===== src/rtl/irqc_pkg.sv =====
`timescale 1ns/1ps
// Shared constants of the interrupt collector: register byte offsets.
// Assumes the wrapper address is at least 8 bits wide.
package irqc_pkg;
    localparam logic [7:0] OFS_STATUS  = 8'h80;
    localparam logic [7:0] OFS_PENDING = 8'h84;
    localparam logic [7:0] OFS_ENABLE  = 8'h88;
endpackage


===== src/rtl/irqc_event_latch.sv =====
`timescale 1ns/1ps
// Event latch: detects rising edges on each event line and holds them
// in a sticky status bit. A write-one-to-clear request drops bits,
// but an edge arriving in the same cycle keeps its bit set.
// Assumes events are already synchronous to clk.
module irqc_event_latch #(
    parameter int NUM_EVT = 2
) (
    input  logic               clk,
    input  logic               rst_n,
    input  logic [NUM_EVT-1:0] evt_i,
    input  logic               clr_we,
    input  logic [NUM_EVT-1:0] clr_mask,
    output logic [NUM_EVT-1:0] stat_o
);
    logic [NUM_EVT-1:0] evt_prev;
    logic [NUM_EVT-1:0] rise;
    logic [NUM_EVT-1:0] clr_eff;

    // Previous event levels for edge detection.
    always_ff @(posedge clk) begin
        if (!rst_n) evt_prev <= '0;
        else        evt_prev <= evt_i;
    end

    // Rising edges this cycle, and the clear mask only while a write is active.
    always_comb begin
        rise    = evt_i & ~evt_prev;
        clr_eff = clr_we ? clr_mask : '0;
    end

    // Sticky status: set has priority over clear.
    always_ff @(posedge clk) begin
        if (!rst_n) stat_o <= '0;
        else        stat_o <= rise | (stat_o & ~clr_eff);
    end

    for (genvar i = 0; i < NUM_EVT; i++) begin : g_chk

        stat_set_chk: assert property (@(posedge clk) disable iff (!rst_n)
            rise[i] |=> stat_o[i]);

        stat_clr_chk: assert property (@(posedge clk) disable iff (!rst_n)
            (clr_eff[i] && !rise[i]) |=> !stat_o[i]);

        stat_hold_chk: assert property (@(posedge clk) disable iff (!rst_n)
            (!clr_eff[i] && !rise[i]) |=> (stat_o[i] == $past(stat_o[i])));
    end
endmodule


===== src/rtl/irqc_enable_reg.sv =====
`timescale 1ns/1ps
// Enable mask register. It loads the low NUM_EVT data bits when written.
// Assumes a one-cycle write strobe. Resets to all zeros.
module irqc_enable_reg #(
    parameter int NUM_EVT = 2
) (
    input  logic               clk,
    input  logic               rst_n,
    input  logic               we,
    input  logic [NUM_EVT-1:0] wdata,
    output logic [NUM_EVT-1:0] en_o
);
    // Mask storage.
    always_ff @(posedge clk) begin
        if (!rst_n)  en_o <= '0;
        else if (we) en_o <= wdata;
    end


    en_reset_chk: assert property (@(posedge clk) !rst_n |=> (en_o == '0));

    en_load_chk: assert property (@(posedge clk) disable iff (!rst_n)
        we |=> (en_o == $past(wdata)));
endmodule


===== src/rtl/irqc_irq_route.sv =====
`timescale 1ns/1ps
// Request stage: registers the OR of the pending bits and places it on
// one selected line of the processor interrupt vector. The other lines
// are tied to 0. Assumes IRQ_SEL < IRQ_LINES.
module irqc_irq_route #(
    parameter int NUM_EVT   = 2,
    parameter int IRQ_LINES = 16,
    parameter int IRQ_SEL   = 3
) (
    input  logic                 clk,
    input  logic                 rst_n,
    input  logic [NUM_EVT-1:0]   pend_i,
    output logic [IRQ_LINES-1:0] irq_vec_o
);
    logic irq_q;

    // One register stage on the combined request.
    always_ff @(posedge clk) begin
        if (!rst_n) irq_q <= 1'b0;
        else        irq_q <= |pend_i;
    end

    for (genvar g = 0; g < IRQ_LINES; g++) begin : g_line
        if (g == IRQ_SEL) begin : g_hit
            assign irq_vec_o[g] = irq_q;
        end else begin : g_tie
            assign irq_vec_o[g] = 1'b0;
        end
    end


    irq_delay_chk: assert property (@(posedge clk) disable iff (!rst_n)
        1'b1 |=> (irq_vec_o[IRQ_SEL] == $past(|pend_i)));

    irq_single_chk: assert property (@(posedge clk) disable iff (!rst_n)
        $onehot0(irq_vec_o));
endmodule


===== src/rtl/apb_irq_collector.sv =====
`timescale 1ns/1ps
// Interrupt collector for a peripheral wrapper. It decodes the interrupt
// register window (status, pending, enable), latches user events and
// raises one registered request. Assumes NUM_EVT <= DATA_W, ADDR_W >= 8,
// and single-cycle, mutually independent read and write strobes.
module apb_irq_collector #(
    parameter int NUM_EVT   = 2,
    parameter int DATA_W    = 32,
    parameter int ADDR_W    = 8,
    parameter int IRQ_LINES = 16,
    parameter int IRQ_SEL   = 3
) (
    input  logic                 clk,
    input  logic                 rst_n,
    input  logic [NUM_EVT-1:0]   evt_i,
    input  logic [ADDR_W-1:0]    reg_addr,
    input  logic                 reg_wr,
    input  logic                 reg_rd,
    input  logic [DATA_W-1:0]    reg_wdata,
    output logic [DATA_W-1:0]    reg_rdata,
    output logic [IRQ_LINES-1:0] irq_vec_o
);
    import irqc_pkg::*;

    localparam logic [ADDR_W-1:0] A_STAT = ADDR_W'(OFS_STATUS);
    localparam logic [ADDR_W-1:0] A_PEND = ADDR_W'(OFS_PENDING);
    localparam logic [ADDR_W-1:0] A_ENAB = ADDR_W'(OFS_ENABLE);

    logic               hit_stat, hit_pend, hit_enab;
    logic [NUM_EVT-1:0] stat, enab, pend;

    // Address decode of the interrupt window.
    always_comb begin
        hit_stat = (reg_addr == A_STAT);
        hit_pend = (reg_addr == A_PEND);
        hit_enab = (reg_addr == A_ENAB);
    end

    irqc_event_latch #(.NUM_EVT(NUM_EVT)) u_latch (
        .clk      (clk),
        .rst_n    (rst_n),
        .evt_i    (evt_i),
        .clr_we   (reg_wr && hit_stat),
        .clr_mask (reg_wdata[NUM_EVT-1:0]),
        .stat_o   (stat)
    );

    irqc_enable_reg #(.NUM_EVT(NUM_EVT)) u_enable (
        .clk   (clk),
        .rst_n (rst_n),
        .we    (reg_wr && hit_enab),
        .wdata (reg_wdata[NUM_EVT-1:0]),
        .en_o  (enab)
    );

    // Masked view of the status.
    always_comb pend = stat & enab;

    irqc_irq_route #(
        .NUM_EVT   (NUM_EVT),
        .IRQ_LINES (IRQ_LINES),
        .IRQ_SEL   (IRQ_SEL)
    ) u_route (
        .clk       (clk),
        .rst_n     (rst_n),
        .pend_i    (pend),
        .irq_vec_o (irq_vec_o)
    );

    // Read multiplexer, zero outside a read or outside the window.
    always_comb begin
        reg_rdata = '0;
        if (reg_rd) begin
            if (hit_stat)      reg_rdata[NUM_EVT-1:0] = stat;
            else if (hit_pend) reg_rdata[NUM_EVT-1:0] = pend;
            else if (hit_enab) reg_rdata[NUM_EVT-1:0] = enab;
        end
    end


    pend_wr_ignored_chk: assert property (@(posedge clk) disable iff (!rst_n)
        (reg_wr && hit_pend) |=> (enab == $past(enab)));

    rdata_idle_chk: assert property (@(posedge clk) disable iff (!rst_n)
        !reg_rd |-> (reg_rdata == '0));
endmodule


===== config.mk =====
export PLATFORM = sky130hd
export DESIGN_NAME = apb_irq_collector
export DESIGN_NICKNAME = d
export VERILOG_FILES = /design/src/rtl/irqc_pkg.sv /design/src/rtl/irqc_event_latch.sv /design/src/rtl/irqc_enable_reg.sv /design/src/rtl/irqc_irq_route.sv /design/src/rtl/apb_irq_collector.sv
export SDC_FILE = /design/constraint.sdc
export NUM_CORES = 1
export LEC_CHECK = 0
export ABC_AREA = 1
export BUFFER_PORTS_ARGS = -buffer_cell sky130_fd_sc_hd__buf_2
export CAP_MARGIN = 0
export CORE_MARGIN = 1.5
export CORE_UTILIZATION = 29
export CTS_CLUSTER_DIAMETER = 40
export CTS_CLUSTER_SIZE = 40
export DETAILED_ROUTE_END_ITERATION = 8
export HOLD_SLACK_MARGIN = 0.03
export PLACE_DENSITY = 0.76
export REMOVE_ABC_BUFFERS = 1
export SETUP_SLACK_MARGIN = 0.1
export SLEW_MARGIN = 15
export SYNTH_ARGS = -nofsm -noshare
export SYNTH_HDL_FRONTEND = slang
export SYNTH_SLANG_ARGS = --single-unit

===== constraint.sdc =====
create_clock -name clk -period 0.8 [get_ports clk]
set_input_delay 0.08 -clock clk [delete_from_list [all_inputs] [get_ports clk]]
set_output_delay 0.08 -clock clk [all_outputs]
set_load 0.005 [all_outputs]

==> summary.txt, run 1 <==
STA
  – Max Clock Skew: 0.001823 ns
  – Max frequency: roughly 900 MHz
  – WHS: roughly 0.031 ns
  – Pins Over Slew Limit: 0
  – Final min period: about 1.1 ns
  – Final setup viols: 2
  – Part of the cycle the worst path needs: 139.0%
  – Final setup margin: -0.3119 ns
  – Final hold violations: 0
  – Unrepaired setup endpoints after global routing: yes

Critical path
  – WS Path Type: reg -> out
  – CP arrival: approximately 1.0 ns
  – Critical Path End Type: output pin
  – Worst Path Required: a little over 0.7 ns
  – Reg-to-reg startpoint: u_enable.en_o[1]$_SDFFE_PN0P_
  – Reg2reg end: u_enable.en_o[1]$_SDFFE_PN0P_
  – FF-to-FF setup slack: 0.09 ns
  – Largest fanout on the critical path: 2
  – Depth of the worst register-to-register path: 5
  – Crit start category: flip-flop

Place
  – Routability cong.: 0.8115
  – Dpl hpwl: between 900 and 1000 um
  – PortBufs: 18

Logic synthesis
  – Top_reg_cell synth: dfxtp_1
  – Asr flop ratio synth: 0%
  – YS warnings: 0
  – Most frequent cells after synthesis: buf_4 (46), nand2_1 (19), inv_1 (18)
  – Synthesized flop and latch total: 7
  – Count leader, synth: buf_4
  – Top cells by area, synth: buf_4 (44%), dfxtp_1 (18%), nand2_1 (9.1%)
  – Synthesized area per cell: ~6.5 sq um
  – Synth top area share: between 40 and 50%
  – Cell area after synthesis: roughly 780 sq um
  – EDFF count, synth: 0
  – Post-synthesis sequential area ratio: between 10% and 20%
  – Cell variety after synth: 15
  – Area leader, netlist: buf_4
  – Cell count after synthesis: 120

Clock network
  – Clock net sink count: 7
  – Root Driver: clkbuf_4
  – CTS tree: yes
  – Worst-path clk slew: around 0.050 ns
  – TritonCTS Buffers: 3
  – H-tree depth: 1
  – Max Root-Sink Buffers: 2
  – Skew-Pair Late Insertion Delay: 0.25 ns

Drt
  – Post-route ant nets: 0
  – DR vias/cell: about 3.3
  – Routed vias: 572
  – First drt pass iteration count: 4
  – Total wire length: ~1100 um
  – Wirelength per Cell: around 6.3 um
  – DRC: 0
  – DR iter-0 viols: 6

GRT
  – Grt ovf: 0
  – All-Layer GR Usage: 7.067%
  – Largest net degree at the start of global routing: 8
  – First-pass GRT wire length: approximately 1500 um
  – Vias in the first global route: 402
  – Antenna violations before repair: 0

Run
  – Max Cap Viol: 0

Min path
  – Cells on Worst Hold Path: 3
  – Hold wc startpoint: evt_i[1]
  – Worst hold path class: in -> reg
  – Sink of the worst hold path: u_latch.evt_prev[1]$_SDFF_PN0_

Power
  – Clock power share: a little over a third
  – Pint: ~600 uW
  – Switching Share: 28.33%
  – Comb pwr share: approximately a fifth
  – Sequential Power Share: between 40% and 50%
  – Pwr Density: about 1100 nW/um^2
  – VDD IR max: between 0.6 and 0.7 mV
  – P_leak: approximately 0.51 nW
  – NetSw: about 240 uW

Finish
  – N_diodes: 0
  – Fraction of layout cells with a size suffix above 1: about 28%
  – Synth-to-layout area growth: 3.360%
  – Layout fillers: slightly below 300
  – Final nets: about 190
  – Final Core Density: ~32%

Floorplan
  – Initial Util: a little under a third
  – Die area: 3017 sq um
  – Die Wd: 54.93 um
  – # rows: 18
  – Die Y: about 55 um
  – Core Area: approximately 2500 sq um
  – # IOs: 94

Status
  – Status: finished with violations
  – Failing checks: negative setup slack
[per-stage QoR]
step | setup WS [ns] | instances | setup TNS (ns) | total power, mW | cell area, sq um
3_5_place_dp | -0.1855 | 167 | -0.7111 | 0.5326 | 737.0
5_1_grt | -0.4490 | 172 | -0.8468 | 0.9427 | 808.3
4_1_cts | -0.3290 | 172 | -0.6471 | 0.8651 | 778.2
6_report | -0.3119 | 172 | -0.6055 | 0.8602 | 808.3
2_1_floorplan | 0.04356 | 118 | 0 | 0.4747 | 601.8
3_3_place_gp | -0.1681 | 167 | -0.6479 | 0.5297 | 737.0
[what timing repair did]
| action | CTS | global route |
|---|---|---|
| gates resized for setup | 6 | 8 |
| buffers inserted | 1 | 0 |
| hold endpoints to repair | 2 | 0 |
| endpoints found under the setup margin | 4 | 6 |
| pin swaps | 2 | 2 |
[routing by layer]
layer	track usage, %	routed length, um	vias to the layer above
met4	4.878	0	0
met2	11.90	518	38
met5	0	0	-
li1	-	-	307
met1	7.830	435	227
met3	1.613	129	0
[registers in the layout, indices dropped and copies added (netlist names)]
name	flops
u_route.irq_q	1
u_latch.stat_o	2
u_latch.evt_prev	2
u_enable.en_o	2
[cell families after synthesis]
family	synth area share [%]
DFF	17.92
and+or+nand+nor	26.08
other	0.4795
buffers and inverters	53.28
AOI/OAI and AO/OA	2.240
[area by class of cell]
class | instances | area (sq um) | area share (%)
flip-flops and latches | 7 | 146.4 | 18.11
inverters | 19 | 71.32 | 8.824
well taps | 30 | 37.54 | 4.644
clock buffers | 4 | 26.28 | 3.251
multi-input cells | 92 | 415.4 | 51.39
repair buffers | 20 | 111.4 | 13.78
[critical path: stages (launching register included)]
cell and delay [ns]:
dfxtp_2 0.32, buf_4 0.13, nand3_1 0.07, nand3_1 0.07, nand2_1 0.06, inv_1 0.03
buf_2 0.11
[worst max-delay path by stage]
stage	cells past startpoint	slack, ns	to	from
2_1_floorplan	5	0.04	reg_rdata[1]	u_latch.stat_o[1]$_SDFF_PN0_
3_3_place_gp	9	-0.17	reg_rdata[0]	reg_addr[1]
3_5_place_dp	9	-0.19	reg_rdata[0]	reg_addr[1]
4_1_cts	6	-0.33	reg_rdata[1]	u_latch.stat_o[1]$_SDFF_PN0_
5_1_grt	6	-0.45	reg_rdata[1]	u_latch.stat_o[1]$_SDFF_PN0_
6_report	6	-0.31	reg_rdata[1]	u_enable.en_o[1]$_SDFFE_PN0P_
[power by group through the flow]
stage	registers, mW	logic [mW]	clock network [mW]
finish	0.377	0.170	0.313
global route	0.379	0.205	0.359
CTS	0.376	0.160	0.330
detailed placement	0.381	0.152	0
global placement	0.380	0.149	0
floorplan	0.378	0.0966	0
[placed cells by master, fill, tap and decap left out, types with 3 or more instances in the layout]
cell type | Yosys | routed
buf_2 | 0 | 17
clkbuf_4 | 0 | 3
conb_1 | 1 | 45
dfxtp_2 | 0 | 5
inv_1 | 18 | 17
nand2_1 | 19 | 17
nand3_1 | 9 | 7
nand3_2 | 1 | 3
nor2_1 | 9 | 9
(Power assumes the default switching activity.)
==> run 2, diff against run 1 <==
--- a/config.mk
+++ b/config.mk
@@ -9,12 +9,12 @@
 export BUFFER_PORTS_ARGS = -buffer_cell sky130_fd_sc_hd__buf_2
 export CAP_MARGIN = 0
 export CORE_MARGIN = 1.5
-export CORE_UTILIZATION = 29
+export CORE_UTILIZATION = 33
 export CTS_CLUSTER_DIAMETER = 40
 export CTS_CLUSTER_SIZE = 40
 export DETAILED_ROUTE_END_ITERATION = 8
 export HOLD_SLACK_MARGIN = 0.03
-export PLACE_DENSITY = 0.76
+export PLACE_DENSITY = 0.82
 export REMOVE_ABC_BUFFERS = 1
 export SETUP_SLACK_MARGIN = 0.1
 export SLEW_MARGIN = 15
==> constraint.sdc (replaced) <==
create_clock -name clk -period 1.2 [get_ports clk]
set_input_delay 0.12 -clock clk [delete_from_list [all_inputs] [get_ports clk]]
set_output_delay 0.12 -clock clk [all_outputs]
set_load 0.005 [all_outputs]
==> run 2 against run 1 <==
The run now ends clean. Utilization is 2.2 points higher. Global-route usage is 0.43 points higher. Non-clock buffer count is 2 lower. Clock-buffer cell count stayed put. Combinational power is 39% lower. Largest power group unchanged.
==> summary.txt, run 2 (same netlist as run 1, synthesis figures left out) <==
STA
  – Unrepaired setup endpoints after global routing: yes
  – Final hold violations: 0 (unchanged)
  – Final setup margin: 0.03040 ns (+0.3423 ns)
  – Final setup viols: 0 (-2)
  – Part of the cycle the worst path needs: between 90% and 100%
  – Setup tns final: 0 ns (+0.6055 ns)
  – Pins Over Slew Limit: 0 (unchanged)
  – WHS: 0.06443 ns (+0.03361 ns)
  – Final min period: about 1.2 ns
  – Max Clock Skew: 0.003351 ns (+0.001529 ns)
  – Max frequency: roughly 850 MHz

Drt
  – Routed vias: 575 (+0.52%)
  – Total wire length: 1072 um (-1.0%)
  – Wirelength per Cell: 6.381 um (+1.3%)
  – DRC: 0 (unchanged)
  – Post-route ant nets: 0 (unchanged)
  – First drt pass iteration count: 4 (unchanged)
  – DR iter-0 viols: 3 (-3)
  – DR vias/cell: 3.423 (+2.9%)

Power
  – Sequential Power Share: 44.6% (+0.7 points)
  – Switching Share: 28.37% (+0.043 points)
  – P_leak: 0.5046 nW (-2.0%)
  – Pwr Density: 737.7 nW/um^2 (-31%)
  – NetSw: 160.3 uW (-34%)
  – Clock power share: 37.2% (+0.8 points)
  – VDD IR max: 0.6177 mV (-6.2%)
  – Comb pwr share: 18.2% (-1.6 points)
  – Pint: 404.6 uW (-34%)

Clock network
  – Max Root-Sink Buffers: 2 (unchanged)
  – Setup Buffers After CTS: 0 (-1)
  – H-tree depth: 1 (unchanged)
  – Quantity of hold-fixing buffers added after cts: 0
  – Root Driver: clkbuf_4
  – CTS tree: yes
  – Worst-path clk slew: 0.05 ns (about the same)
  – TritonCTS Buffers: 3 (unchanged)
  – Clock net sink count: 7 (unchanged)
  – Skew-Pair Late Insertion Delay: 0.25 ns (about the same)

Finish
  – Post-route cell area: 765.7 sq um (-5.3%)
  – Largest registers: u_enable.en_o x2, u_latch.evt_prev x2, u_latch.stat_o x2
  – Most common cell after layout, fill and taps aside: conb_1
  – Final nets: 187 (-1.1%)
  – Final Core Density: 34.29% (+2.2 points)
  – Synth-to-layout area growth: -2.080%
  – Layout fillers: 270 (-7.5%)
  – Highest-count cells in the layout ignoring fill and taps: conb_1 (45), inv_1 (18), nand2_1 (18), buf_2 (18), nor2_1 (9)
  – Fraction of layout cells with a size suffix above 1: 24.29% (-3.9 points)
  – N_diodes: 0 (unchanged)

Place
  – PortBufs: 18 (unchanged)
  – Area after DPL: 726.9 sq um (-1.4%)
  – Dpl hpwl: 908.9 um (-4.6%)
  – Routability cong.: 0.7114 (-12%)
  – Place WS: 0.1117 ns (+0.2972 ns)

Floorplan
  – Die Y: 51.68 um (-5.9%)
  – # IOs: 94 (unchanged)
  – Core Area: 2233 sq um (-11%)
  – Die area: 2671 sq um (-11%)
  – Initial Util: 35.01% (+4.0 points)
  – Die Wd: 51.68 um (-5.9%)
  – # rows: 17 (-1)

GRT
  – Antenna violations before repair: 0 (unchanged)
  – Vias in the first global route: 399 (-0.75%)
  – All-Layer GR Usage: 7.497% (+0.43 points)
  – Largest net degree at the start of global routing: 8 (unchanged)
  – Grt ovf: 0 (unchanged)
  – First-pass GRT wire length: 1483 um (+1.4%)

Critical path
  – Crit start category: flip-flop
  – Worst Path Required: 1.08 ns (+0.36 ns)
  – WS Path Type: reg -> out
  – CP arrival: 1.05 ns (+0.02 ns)
  – Largest fanout on the critical path: 3 (+1)
  – Critical Path End Type: output pin

Min path
  – Worst hold path class: in -> reg

Run
  – Max Cap Viol: 0 (unchanged)

Status
  – Status: finished, final reports clean
## run 2: path summary, 6_finish.rpt
kind	from	endpoint	slack, ns	cells past startpoint
worst max-delay path	u_latch.stat_o[0]$_SDFF_PN0_	reg_rdata[0]	0.03	7
worst min-delay path	evt_i[1]	u_latch.evt_prev[1]$_SDFF_PN0_	0.06	3
worst max register to register	u_latch.evt_prev[0]$_SDFF_PN0_	u_latch.stat_o[0]$_SDFF_PN0_	0.52	2
worst min register to register	u_latch.evt_prev[1]$_SDFF_PN0_	u_latch.stat_o[1]$_SDFF_PN0_	0.46	2
## run 2: worst max-delay path, stage by stage, from the launching register on
cell and delay (ns):
dfxtp_2 0.35, nand2_2 0.06, inv_1 0.05, nand3_1 0.09, nand3_2 0.07, nand2_1 0.05, inv_1 0.04, buf_2 0.10
## run 2: power groups by stage
stage / clock [mW] / sequential (mW) / combinational (mW)
2_1_floorplan: 0 / 0.252 / 0.0644
3_3_place_gp: 0 / 0.254 / 0.0989
3_5_place_dp: 0 / 0.254 / 0.100
4_1_cts: 0.222 / 0.251 / 0.101
5_1_grt: 0.233 / 0.253 / 0.122
6_report: 0.210 / 0.252 / 0.103
## run 2: routing by layer
| metal | share of wire [%] | global-route usage [%] |
|---|---|---|
| met4 | 1.6 | 5.263 |
| met1 | 41 | 8.627 |
| met5 | 0 | 0 |
| met3 | 8.3 | 0.8621 |
| met2 | 49 | 12.82 |
## run 2: repair_timing
| item | 4_1_cts | 5_1_grt |
|---|---|---|
| setup endpoints to repair | 2 | 2 |
| resized for setup | 5 | 1 |
| pin swaps | 3 | 1 |
## run 2: area by class of cell
class | instances | area, sq um | share of cell area, %
Clock buffer | 4 | 26.28 | 3.431
Timing Repair Buffer | 18 | 90.09 | 11.76
Tap cell | 28 | 35.03 | 4.575
Inverter | 19 | 71.32 | 9.314
Multi-Input combinational cell | 92 | 397.9 | 51.96
Sequential cell | 7 | 145.1 | 18.95
## run 2: stage by stage
stage               instances  power, mW
floorplan                 118     0.3165
CTS                       168     0.5745
global placement          164     0.3527
finish                    168     0.5649
global route              168     0.6080
detailed placement        164     0.3545
==> run 3, diff against run 2 <==
--- a/config.mk
+++ b/config.mk
@@ -9,12 +9,13 @@
 export BUFFER_PORTS_ARGS = -buffer_cell sky130_fd_sc_hd__buf_2
 export CAP_MARGIN = 0
 export CORE_MARGIN = 1.5
-export CORE_UTILIZATION = 33
+export CORE_UTILIZATION = 34
+export CTS_BUF_LIST = sky130_fd_sc_hd__clkbuf_2
 export CTS_CLUSTER_DIAMETER = 40
 export CTS_CLUSTER_SIZE = 40
 export DETAILED_ROUTE_END_ITERATION = 8
 export HOLD_SLACK_MARGIN = 0.03
-export PLACE_DENSITY = 0.82
+export PLACE_DENSITY = 0.84
 export REMOVE_ABC_BUFFERS = 1
 export SETUP_SLACK_MARGIN = 0.1
 export SLEW_MARGIN = 15
==> run 3 against run 2 <==
Utilization grew 1.1 points. Final area grew 1.1%. Via count grew 0.35%. Power shrank 5.5%. Non-clock buffer count grew 1. Clock-buffer cell count is the same. Setup slack gained 0.0068 ns. Clock skew grew 0.00091 ns. Fmax grew 0.58%. Largest cell class unchanged.
==> summary.txt, run 3 (same netlist as run 1, synthesis figures left out) <==
Power
  – Pint: 369.7 uW (-8.6%)
  – Comb pwr share: 20.2% (+2.0 points)
  – Sequential Power Share: 47.1% (+2.5 points)
  – Clock power share: 32.7% (-4.5 points)
  – Pwr Density: 689.0 nW/um^2 (-6.6%)
  – Total power: 533.6 uW (-5.5%)
  – NetSw: 163.9 uW (+2.3%)
  – Switching Share: 30.72% (+2.3 points)
  – P_leak: 0.5097 nW (+0.99%)
  – VDD IR max: 0.3466 mV (-44%)

STA
  – Final setup viols: 0 (unchanged)
  – Final setup margin: 0.03715 ns (+0.006754 ns)
  – Final min period: 1.163 ns (-0.006754 ns)
  – Final hold violations: 0 (unchanged)
  – Unrepaired setup endpoints after global routing: yes
  – Max frequency: 860.0 MHz (+0.58%)
  – Setup tns final: 0 ns (unchanged)
  – Part of the cycle the worst path needs: 96.90% (-0.56 points)
  – Pins Over Slew Limit: 0 (unchanged)
  – Max Clock Skew: 0.004259 ns (+0.0009074 ns)

Critical path
  – CP arrival: 1.04 ns (about the same)
  – Crit start category: flip-flop
  – Largest fanout on the critical path: 3 (unchanged)
  – FF-to-FF setup slack: 0.51 ns (about the same)
  – Worst Path Required: 1.08 ns (about the same)
  – Critical Path End Type: output pin
  – WS Path Type: reg -> out

Floorplan
  – Die Wd: 50.96 um (-1.4%)
  – # rows: 17 (unchanged)
  – # IOs: 94 (unchanged)
  – Die area: 2597 sq um (-2.8%)
  – Die Y: 50.96 um (-1.4%)
  – Core Area: 2191 sq um (-1.9%)
  – Initial Util: 35.69% (+0.68 points)

Place
  – Cells after DPL: 164 (unchanged)
  – Dpl hpwl: 875.7 um (-3.7%)
  – Area after DPL: 726.9 sq um (unchanged)
  – Place WS: 0.1123 ns (+0.0006640 ns)
  – PortBufs: 18 (unchanged)
  – Routability cong.: 0.7130 (+0.22%)

Finish
  – Synth-to-layout area growth: -0.9600%
  – Multi-input gate area: 405.4 sq um (+1.9%)
  – Final nets: 188 (+0.53%)
  – Fraction of layout cells with a size suffix above 1: 27.66% (+3.4 points)
  – Largest registers: u_enable.en_o x2, u_latch.evt_prev x2, u_latch.stat_o x2
  – Post-route cell area: 774.5 sq um (+1.1%)
  – Highest-count cells in the layout ignoring fill and taps: conb_1 (45), buf_2 (18), inv_1 (17), nand2_1 (17), nor2_1 (9)
  – Most common cell after layout, fill and taps aside: conb_1
  – Seq. cell area: 145.1 sq um (unchanged)
  – N_diodes: 0 (unchanged)
  – Post-route insts no fill: 169 (+0.60%)
  – Layout fillers: 257 (-4.8%)

Drt
  – Routed vias: 577 (+0.35%)
  – Total wire length: 1040 um (-3.0%)
  – DR iter-0 viols: 13 (+10)
  – First drt pass iteration count: 4 (unchanged)
  – DRC: 0 (unchanged)
  – Post-route ant nets: 0 (unchanged)
  – DR vias/cell: 3.414 (-0.25%)
  – Wirelength per Cell: 6.154 um (-3.6%)

Clock network
  – Max Root-Sink Buffers: 2 (unchanged)
  – Quantity of hold-fixing buffers added after cts: 0 (unchanged)
  – CTS tree: yes
  – Worst-path clk slew: 0.07 ns (+0.02 ns)
  – H-tree depth: 1 (unchanged)
  – Clock net sink count: 7 (unchanged)
  – TritonCTS Buffers: 3 (unchanged)
  – Skew-Pair Late Insertion Delay: 0.23 ns (-0.02 ns)
  – Root Driver: clkbuf_2

GRT
  – Antenna violations before repair: 0 (unchanged)
  – Largest net degree at the start of global routing: 8 (unchanged)
  – All-Layer GR Usage: 7.669% (+0.17 points)
  – First-pass GRT wire length: 1490 um (+0.47%)
  – Vias in the first global route: 414 (+3.8%)
  – Grt ovf: 0 (unchanged)

Status
  – Status: finished, final reports clean

Run
  – Max Cap Viol: 0 (unchanged)

Min path
  – Worst hold path class: in -> reg
-- run 3: cell types whose count changed in the layout (fill, tap and decap cells not counted), sizes merged --
cell | previous run | this run
buf | 18 | 19
-- run 3: path summary, 6_finish.rpt --
check / startpoint / to / cells past startpoint
max: u_latch.stat_o[1]$_SDFF_PN0_ / reg_rdata[1] / 6
min: evt_i[0] / u_latch.evt_prev[0]$_SDFF_PN0_ / 3
max reg2reg: u_latch.evt_prev[0]$_SDFF_PN0_ / u_latch.stat_o[0]$_SDFF_PN0_ / 2
min reg2reg: u_latch.evt_prev[1]$_SDFF_PN0_ / u_latch.stat_o[1]$_SDFF_PN0_ / 2
-- run 3: final cells by class --
type / count / area share, %
Sequential cell: 7 / 18.74
Inverter: 19 / 9.208
Tap cell: 28 / 4.523
Clock buffer: 4 / 2.585
Multi-Input combinational cell: 92 / 52.34
Timing Repair Buffer: 19 / 12.60
-- run 3: power by group through the flow --
stage                     Clock, mW  Sequential (mW)  Combinational [mW]
after floorplan                   0            0.252              0.0644
final                         0.174            0.251               0.108
after detailed placement          0            0.254              0.0996
after global routing          0.199            0.252               0.128
after CTS                     0.185            0.251               0.100
after global placement            0            0.254              0.0988
-- run 3: stage by stage --
stage	util, %	hold WS (ns)
2_1_floorplan	-	0.2243
3_3_place_gp	33.18	0.3143
3_5_place_dp	33.18	0.3188
4_1_cts	34.44	0.06183
5_1_grt	35.35	0.07078
6_report	35.35	0.07877
-- run 3: what timing repair did --
| item | in CTS | in global routing |
|---|---|---|
| resized for setup | 5 | 4 |
| hold endpoints to repair | 0 | 0 |
| buffers inserted | 0 | 1 |
| pin swaps | 2 | 2 |
| setup endpoints to repair | 2 | 2 |
| cloned | 0 | 0 |
-- run 3: metal layers --
metal,global-route usage [%],routed length (um),part of all wire [%],vias to the layer above
met5,0,0,0,-
met4,5.405,10,0.96,0
met3,1.754,115,11,2
met2,12.77,482,46,38
met1,8.541,432,42,231
li1,-,-,-,306
-- run 3: worst max-delay path, stage by stage, from the launching register on --
cell,delay [ns]
dfxtp_2,0.35
nand2_2,0.05
nand3b_1,0.15
nand3_1,0.07
nand2_1,0.05
inv_1,0.04
buf_2,0.10
